==> config.mk <==
export PLATFORM = sky130hd
export DESIGN_NAME = cfg_addr_gen
export DESIGN_NICKNAME = d
export VERILOG_FILES = /design/src/rtl/cfg_addr_gen.sv
export SDC_FILE = /design/constraint.sdc
export NUM_CORES = 1
export LEC_CHECK = 0
export CORE_MARGIN = 5
export CORE_UTILIZATION = 30
export DETAILED_ROUTE_END_ITERATION = 16
export HOLD_SLACK_MARGIN = 0.1
export PLACE_DENSITY = 0.55
export SETUP_SLACK_MARGIN = 0.05
export SYNTH_ARGS = -nofsm -noshare
export SYNTH_HDL_FRONTEND = slang
export SYNTH_SLANG_ARGS = --single-unit
==> constraint.sdc <==
create_clock -name clk -period 1.2 [get_ports clk]
set_clock_uncertainty 0.2 [all_clocks]
set_input_delay 0.12 -clock clk [delete_from_list [all_inputs] [get_ports clk]]
set_output_delay 0.12 -clock clk [all_outputs]
set_load 0.005 [all_outputs]
==> src/rtl/cfg_addr_gen.sv <==
module cfg_addr_gen #(
  parameter int BUS_W  = 8,
  parameter int SLOT_W = 6,
  parameter int FUNC_W = 4,
  parameter int LOW_MAX_SLOT  = 12,
  parameter int HIGH_MAX_SLOT = 20
) (
  input  logic              clk,
  input  logic              rst_n,
  input  logic              req_valid,
  input  logic [BUS_W-1:0]  req_bus,
  input  logic [SLOT_W-1:0] req_slot,
  input  logic [FUNC_W-1:0] req_func,
  input  logic [7:0]        req_reg,
  output logic              out_valid,
  output logic [23:0]       cfg_offset,
  output logic [15:0]       map_value,
  output logic              err_range,
  output logic              err_align
);
  localparam logic [3:0] MAP_T0 = 4'b1010;
  localparam logic [3:0] MAP_T1 = 4'b1011;

  logic        local_seg, bad_range, bad_align;
  logic [23:0] off_nx;
  logic [15:0] map_nx;

  assign local_seg = (req_bus == '0);
  assign bad_range = (int'(req_slot) > 31) || (int'(req_func) > 7) ||
                     (local_seg && int'(req_slot) > HIGH_MAX_SLOT);
  assign bad_align = local_seg && (req_reg[1:0] != 2'b00);

  always_comb begin
    off_nx = {13'd0, req_func[2:0], req_reg};
    map_nx = {12'd0, MAP_T0};
    if (local_seg) begin
      if (int'(req_slot) <= LOW_MAX_SLOT)
        off_nx[int'(req_slot[4:0]) + 11] = 1'b1;
      else if (int'(req_slot) <= HIGH_MAX_SLOT)
        map_nx[int'(req_slot[4:0]) - 5] = 1'b1;
    end else begin
      off_nx = {req_bus[7:0], req_slot[4:0], req_func[2:0], req_reg};
      map_nx = {12'd0, MAP_T1};
    end
  end

  always_ff @(posedge clk or negedge rst_n) begin
    if (!rst_n) begin
      out_valid  <= 1'b0;
      err_range  <= 1'b0;
      err_align  <= 1'b0;
      cfg_offset <= '0;
      map_value  <= '0;
    end else begin
      out_valid <= req_valid && !bad_range && !bad_align;
      err_range <= req_valid && bad_range;
      err_align <= req_valid && bad_align;
      if (req_valid) begin
        cfg_offset <= off_nx;
        map_value  <= map_nx;
      end
    end
  end

  assert_latency_R2: assert property (@(posedge clk) disable iff (!rst_n)
    (out_valid || err_range || err_align) |-> $past(req_valid));
  assert_exclusive_R2: assert property (@(posedge clk) disable iff (!rst_n)
    out_valid |-> !(err_range || err_align));
  assert_type_code_R3: assert property (@(posedge clk) disable iff (!rst_n)
    out_valid |-> (map_value[3:1] == 3'b101 &&
                   map_value[0] == ($past(req_bus) != '0)));
  assert_one_select_R4: assert property (@(posedge clk) disable iff (!rst_n)
    (out_valid && !map_value[0]) |->
      $countones({cfg_offset[23:11], map_value[15:8]}) == 1);
  assert_t1_map_R6: assert property (@(posedge clk) disable iff (!rst_n)
    (out_valid && map_value[0]) |-> map_value[15:4] == 12'd0);
  assert_align_R8: assert property (@(posedge clk) disable iff (!rst_n)
    (out_valid && !map_value[0]) |-> cfg_offset[1:0] == 2'b00);
endmodule

==> impl_metrics.json, run 1 <==
{
  "outcome": "finished, violations left",
  "violations": "negative hold slack, negative setup slack",
  "synthesis.nets": 207,
  "wl_per_cell_um": 14.72,
  "regArea_um2": 1051,
  "h-tree-depth": 2,
  "swShare": 0.2294,
  "path_class": "in -> reg",
  "ant_nets": 0,
  "ctsLongestPathBuffers": 2,
  "cts_tree": "done",
  "maxCapViolCount": 0,
  "synthesis.area_um2": 1877,
  "postPlaceCellArea_um2": 2927,
  "max_freq_mhz": 748.0,
  "multi_input_area_um2": 1005,
  "slew_violations": 0,
  "worstMarginPinSlew_ns": 0.4187,
  "period_minus_slack_ns": 1.337,
  "synth-seq-cells": 42,
  "yosysUniqueCellTypes": 37,
  "final_cell_mix": "buf_2 (49), dfrtp_1 (42), buf_4 (38)",
  "synth_warnings": 0,
  "syn_area_per_cell_um2": 10.54,
  "setup_ws_ns": -0.1369,
  "clock-sinks": 42,
  "routed_wl_um": 5593,
  "crit_arrival_ns": 1.36,
  "place_congestion": 0.8297,
  "slowest_delay_ns": 0.52,
  "p_int_uw": 2748,
  "fin_util": 0.5660,
  "cp_slowest_cell": "or4_4",
  "yosysTopAreaCell": "dfrtp_1",
  "rows": 28,
  "vias": 1784,
  "hp-class": "in -> reg",
  "n_antenna_cell": 0,
  "finalSetupViolCount": 18,
  "rsz0062_at_grt": "yes",
  "worstReg2RegStart": "cfg_offset[18]$_DFFE_PN0P_",
  "peakVddDrop_mv": 0.5420,
  "clkTransAtPathRegs_ns": 0.08,
  "layout-drive-gt1-share": 0.5967,
  "io_buffers": 71,
  "cts_buffers": 5,
  "dp_slack_ns": -0.8800,
  "crit_chain": "buf_12, a211oi_4, buf_6, nand2_2, or4_4, a31oi_1",
  "clockRootBuffer": "clkbuf_8",
  "critPathMaxFanout": 5,
  "power_density_nw_per_um2": 1052,
  "start_util": 0.3133,
  "drc": 0,
  "layout.nets": 333,
  "cp-end-kind": "flip-flop",
  "grt_max_degree": 43,
  "syn_inst": 178,
  "relSlewSlack": 0.7209,
  "crit_start": "req_slot[2]",
  "dieWidth_um": 89.10,
  "clkLatencyLatePin_ns": 0.29,
  "hold_violations": 4,
  "synth.area.top_cells": "dfrtp_1 (56%), mux2_2 (6.6%), nor2_1 (3.6%)",
  "num-fill-cells": 519,
  "timing.final.crit_share": 1.114,
  "required_ns": 1.22,
  "drtIter0Drc": 56,
  "antenna_found_initial": 0,
  "final_common_cell": "buf_2",
  "grtUsageTotal": 0.1484,
  "power.leakage_uw": 0.001530,
  "p_switching_uw": 818.1,
  "hp-start": "req_bus[6]",
  "timing.hold.ws_ns": -0.09749,
  "yosysSeqAreaShare": 0.5600,
  "viasPerCell": 4.695,
  "synth_top_area_frac": 0.5600,
  "area_growth_pct": 80.67,
  "power_frac_seq": 0.429,
  "grt_pass1_wl_um": 9142,
  "fp.dieH_um": 89.10,
  "finalInstanceArea_um2": 3391,
  "ios": 72,
  "die_area_um2": 7938,
  "dr.pass1.iters": 4,
  "core-area_um2": 5991,
  "pwr-share-clk": 0.387,
  "startpoint_type": "primary input",
  "grt_pass1_vias": 1903,
  "combPwrFrac": 0.184,
  "detailedPlacementHpwl_um": 3646,
  "overflow": 0
}
-- power by group through the flow --
| stage | clock, µW | sequential (µW) | combinational (µW) |
|---|---|---|---|
| after floorplan | 0 | 1570 | 196 |
| after global placement | 0 | 1560 | 593 |
| after detailed placement | 0 | 1560 | 595 |
| after CTS | 1420 | 1530 | 621 |
| after global routing | 1500 | 1540 | 718 |
| final | 1380 | 1530 | 657 |
-- timing repair --
action	4_1_cts	5_1_grt
buffers inserted	18	9
endpoints found under the setup margin	68	61
gates resized for setup	282	29
pin swaps	37	28
hold buffers	6	1
endpoints found under the hold margin	60	13
-- worst max-delay path: cells and delay by family --
kind / cells / cell delay [ns]
AO/OA/AOI/OAI: 2 / 0.42
buffers and inverters: 2 / 0.25
AND/OR/NAND/NOR: 2 / 0.56
-- area by class of cell --
cell class                 count  area share
clock buffer                   6     0.02435
clock inverter                 2     0.01771
inverter                      13     0.01439
multi-input combinational    110      0.2963
sequential                    42      0.3100
tap                           75     0.02768
timing repair buffer         132      0.3096
-- sequential cells by signal, summed over array words and instances (netlist names) --
signal / cells
cfg_offset: 24
err_align: 1
err_range: 1
map_value: 15
out_valid: 1
-- per-stage QoR --
stage	hold WS [ns]	instances	power, µW	setup TNS (ns)
floorplan	-0.3756	178	1765	-3.861
global placement	-0.08541	342	2153	-20.11
detailed placement	-0.08548	342	2156	-20.17
CTS	-0.1060	374	3576	-1.613
global route	-0.08371	380	3760	-1.694
finish	-0.09749	380	3566	-0.9439
-- cells in the mapped netlist --
cell / n
buf_2: 1
nand2_1: 9
a21oi_1: 13
nor2b_1: 8
nand4_1: 1
nor2_1: 18
or2_2: 1
dfrtp_1: 42
nand2b_1: 4
buf_4: 1
and4_2: 2
and3_1: 1
mux2_2: 11
inv_1: 13
o21a_1: 1
a31oi_1: 7
nor3b_1: 1
o32ai_1: 4
buf_6: 1
a22oi_1: 2
and2_1: 1
o21ai_0: 2
nor3_1: 2
and2_2: 1
or3_1: 1
or4b_1: 1
nor4b_1: 1
a41oi_1: 1
nor4_1: 2
o31a_1: 1
o22ai_1: 5
nand3_1: 1
nor4_2: 2
clkbuf_1: 10
or4_1: 4
mux2i_1: 1
a211oi_2: 1
-- path summary, 6_finish.rpt --
kind                                                   end  slack, ns  cells past startpoint
worst max-delay path            cfg_offset[18]$_DFFE_PN0P_      -0.14                      6
max in group asynchronous        cfg_offset[6]$_DFFE_PN0P_       0.47                      3
worst max register to register  cfg_offset[18]$_DFFE_PN0P_       0.13                      4
min in group asynchronous       cfg_offset[22]$_DFFE_PN0P_       0.13                      3
worst min register to register    map_value[3]$_DFFE_PN0P_       0.29                      1
worst min-delay path            cfg_offset[22]$_DFFE_PN0P_       -0.1                      3
-- per-layer routing --
| metal | GRT usage | vias to the layer above | part of all wire |
|---|---|---|---|
| li1 | - | 879 | - |
| met1 | 0.1862 | 848 | 0.44 |
| met2 | 0.2485 | 50 | 0.47 |
| met3 | 0.04240 | 7 | 0.069 |
| met4 | 0.04330 | 0 | 0.013 |
| met5 | 0 | - | 0 |
-- cell families (layout without fill, tap and decap cells) --
group	Yosys count	count (layout)	synth area share
buffers and inverters	26	153	0.05867
multiplexers	12	12	0.07133
flip-flops	42	42	0.5600
AO/OA/AOI/OAI	37	37	0.1267
AND/OR/NAND/NOR	61	61	0.1833
No activity file was read; power rests on OpenSTA's default activity.
==> inputs of run 2 (changes only) <==
Settings changed: CORE_MARGIN 5 to 3.
==> impl_metrics.json, run 2 (synthesis gave the netlist of run 1 again) <==
{
  "outcome": "finished, violations left",
  "violations": "negative hold slack, negative setup slack",
  "finalInstanceArea_um2": 3314,
  "largest_reg_flops": 24,
  "power.leakage_uw": 0.001504,
  "dieWidth_um": 85.10,
  "antenna_found_initial": 0,
  "peakVddDrop_mv": 0.6663,
  "power_density_nw_per_um2": 943.3,
  "fin_util": 0.5533,
  "start_util": 0.3133,
  "place_congestion": 0.7969,
  "fp.dieH_um": 85.10,
  "relSlewSlack": 0.7187,
  "slew_violations": 0,
  "regMostFlops": "cfg_offset",
  "startpoint_type": "primary input",
  "layout.nets": 332,
  "cts_tree": "done",
  "ctsLongestPathBuffers": 2,
  "worstMarginPinSlew_ns": 0.4188,
  "cts_hold_buf": 6,
  "use_met2": 0.2331,
  "overflow": 0,
  "grt_pass1_vias": 1830,
  "vias": 1775,
  "final_common_cell": "buf_2",
  "required_ns": 1.22,
  "timing.hold.ws_ns": -0.1039,
  "n_antenna_cell": 0,
  "cts_buffers": 5,
  "clockRootBuffer": "clkbuf_8",
  "grt_pass1_wl_um": 8756,
  "core-area_um2": 5991,
  "critPathMaxFanout": 4,
  "ant_nets": 0,
  "drtIter0Drc": 46,
  "period_minus_slack_ns": 1.274,
  "clkLatencyLatePin_ns": 0.29,
  "ios": 72,
  "dr.pass1.iters": 4,
  "h-tree-depth": 2,
  "rows": 28,
  "grt_use_met1": 0.2020,
  "routed_wl_um": 5360,
  "grt_max_degree": 43,
  "die_area_um2": 7241,
  "finalSetupViolCount": 14,
  "top_regs": "cfg_offset: 24 flops, map_value: 15 flops",
  "path_class": "in -> reg",
  "grtUsageTotal": 0.1522,
  "busiest_layer": "met2",
  "io_buffers": 71,
  "maxCapViolCount": 0,
  "clkTransAtPathRegs_ns": 0.08,
  "max_freq_mhz": 784.7,
  "setup_ws_ns": -0.07436,
  "hold_violations": 3,
  "postPlaceCellArea_um2": 2912,
  "wl_per_cell_um": 14.14,
  "cp-end-kind": "flip-flop",
  "rsz0062_at_grt": "yes",
  "drc": 0,
  "met3_usage": 0.04175,
  "crit_arrival_ns": 1.29,
  "area_growth_pct": 76.60,
  "clock-sinks": 42,
  "final_cell_mix": "buf_2 (47), dfrtp_1 (42), buf_4 (41)",
  "timing.final.crit_share": 1.062,
  "layout-drive-gt1-share": 0.5888,
  "viasPerCell": 4.683,
  "hp-class": "in -> reg",
  "detailedPlacementHpwl_um": 3535,
  "power.total_uw": 3127
}
run 2: final timing paths:
| kind | start | end | slack, ns | cells past startpoint |
|---|---|---|---|---|
| max | req_slot[2] | cfg_offset[17]$_DFFE_PN0P_ | -0.07 | 5 |
| min | req_bus[4] | cfg_offset[20]$_DFFE_PN0P_ | -0.10 | 3 |
| max reg2reg | map_value[3]$_DFFE_PN0P_ | map_value[3]$_DFFE_PN0P_ | 0.12 | 2 |
| min reg2reg | map_value[6]$_DFFE_PN0P_ | map_value[6]$_DFFE_PN0P_ | 0.30 | 1 |
| max in group asynchronous | rst_n | map_value[2]$_DFFE_PN0P_ | 0.49 | 3 |
| min in group asynchronous | rst_n | cfg_offset[22]$_DFFE_PN0P_ | 0.12 | 3 |
run 2: metal layers:
layer,vias to the layer above,share of wire
li1,870,-
met1,836,0.46
met2,57,0.46
met3,12,0.061
met4,0,0.024
met5,-,0
run 2: layout make-up:
type	instances	area (µm²)
tap	75	93.84
timing repair buffer	131	1030
inverter	13	48.80
fill	533	2676
multi-input combinational	110	996.0
clock buffer	6	82.58
sequential	42	1051
clock inverter	2	12.51
run 2: worst max-delay path: stages:
cell,delay [ns]
buf_8,0.10
a211oi_4,0.28
and3_4,0.22
or4b_1,0.42
a31oi_1,0.14
run 2: power breakdown:
part	leakage [µW]	internal [µW]	total [µW]	switching, µW
clock	0.0000472	463	958	495
sequential	0.000512	1490	1530	35.3
combinational	0.000944	355	640	284
total	0.00150	2310	3130	815
run 2: metrics by stage:
step,TNS [ns],cells,setup slack [ns]
final,-0.4571,379,-0.07436
after global routing,-1.460,379,-0.1435
after floorplan,-3.861,178,-0.3281
after global placement,-19.08,340,-0.8372
after detailed placement,-19.36,340,-0.8749
after CTS,-0.4869,371,-0.1376
run 2: repair_timing:
item | CTS | global route
pin swaps | 28 | 24
endpoints found under the hold margin | 62 | 19
setup endpoints to repair | 68 | 64
buffers inserted | 18 | 11
gates resized for setup | 272 | 35
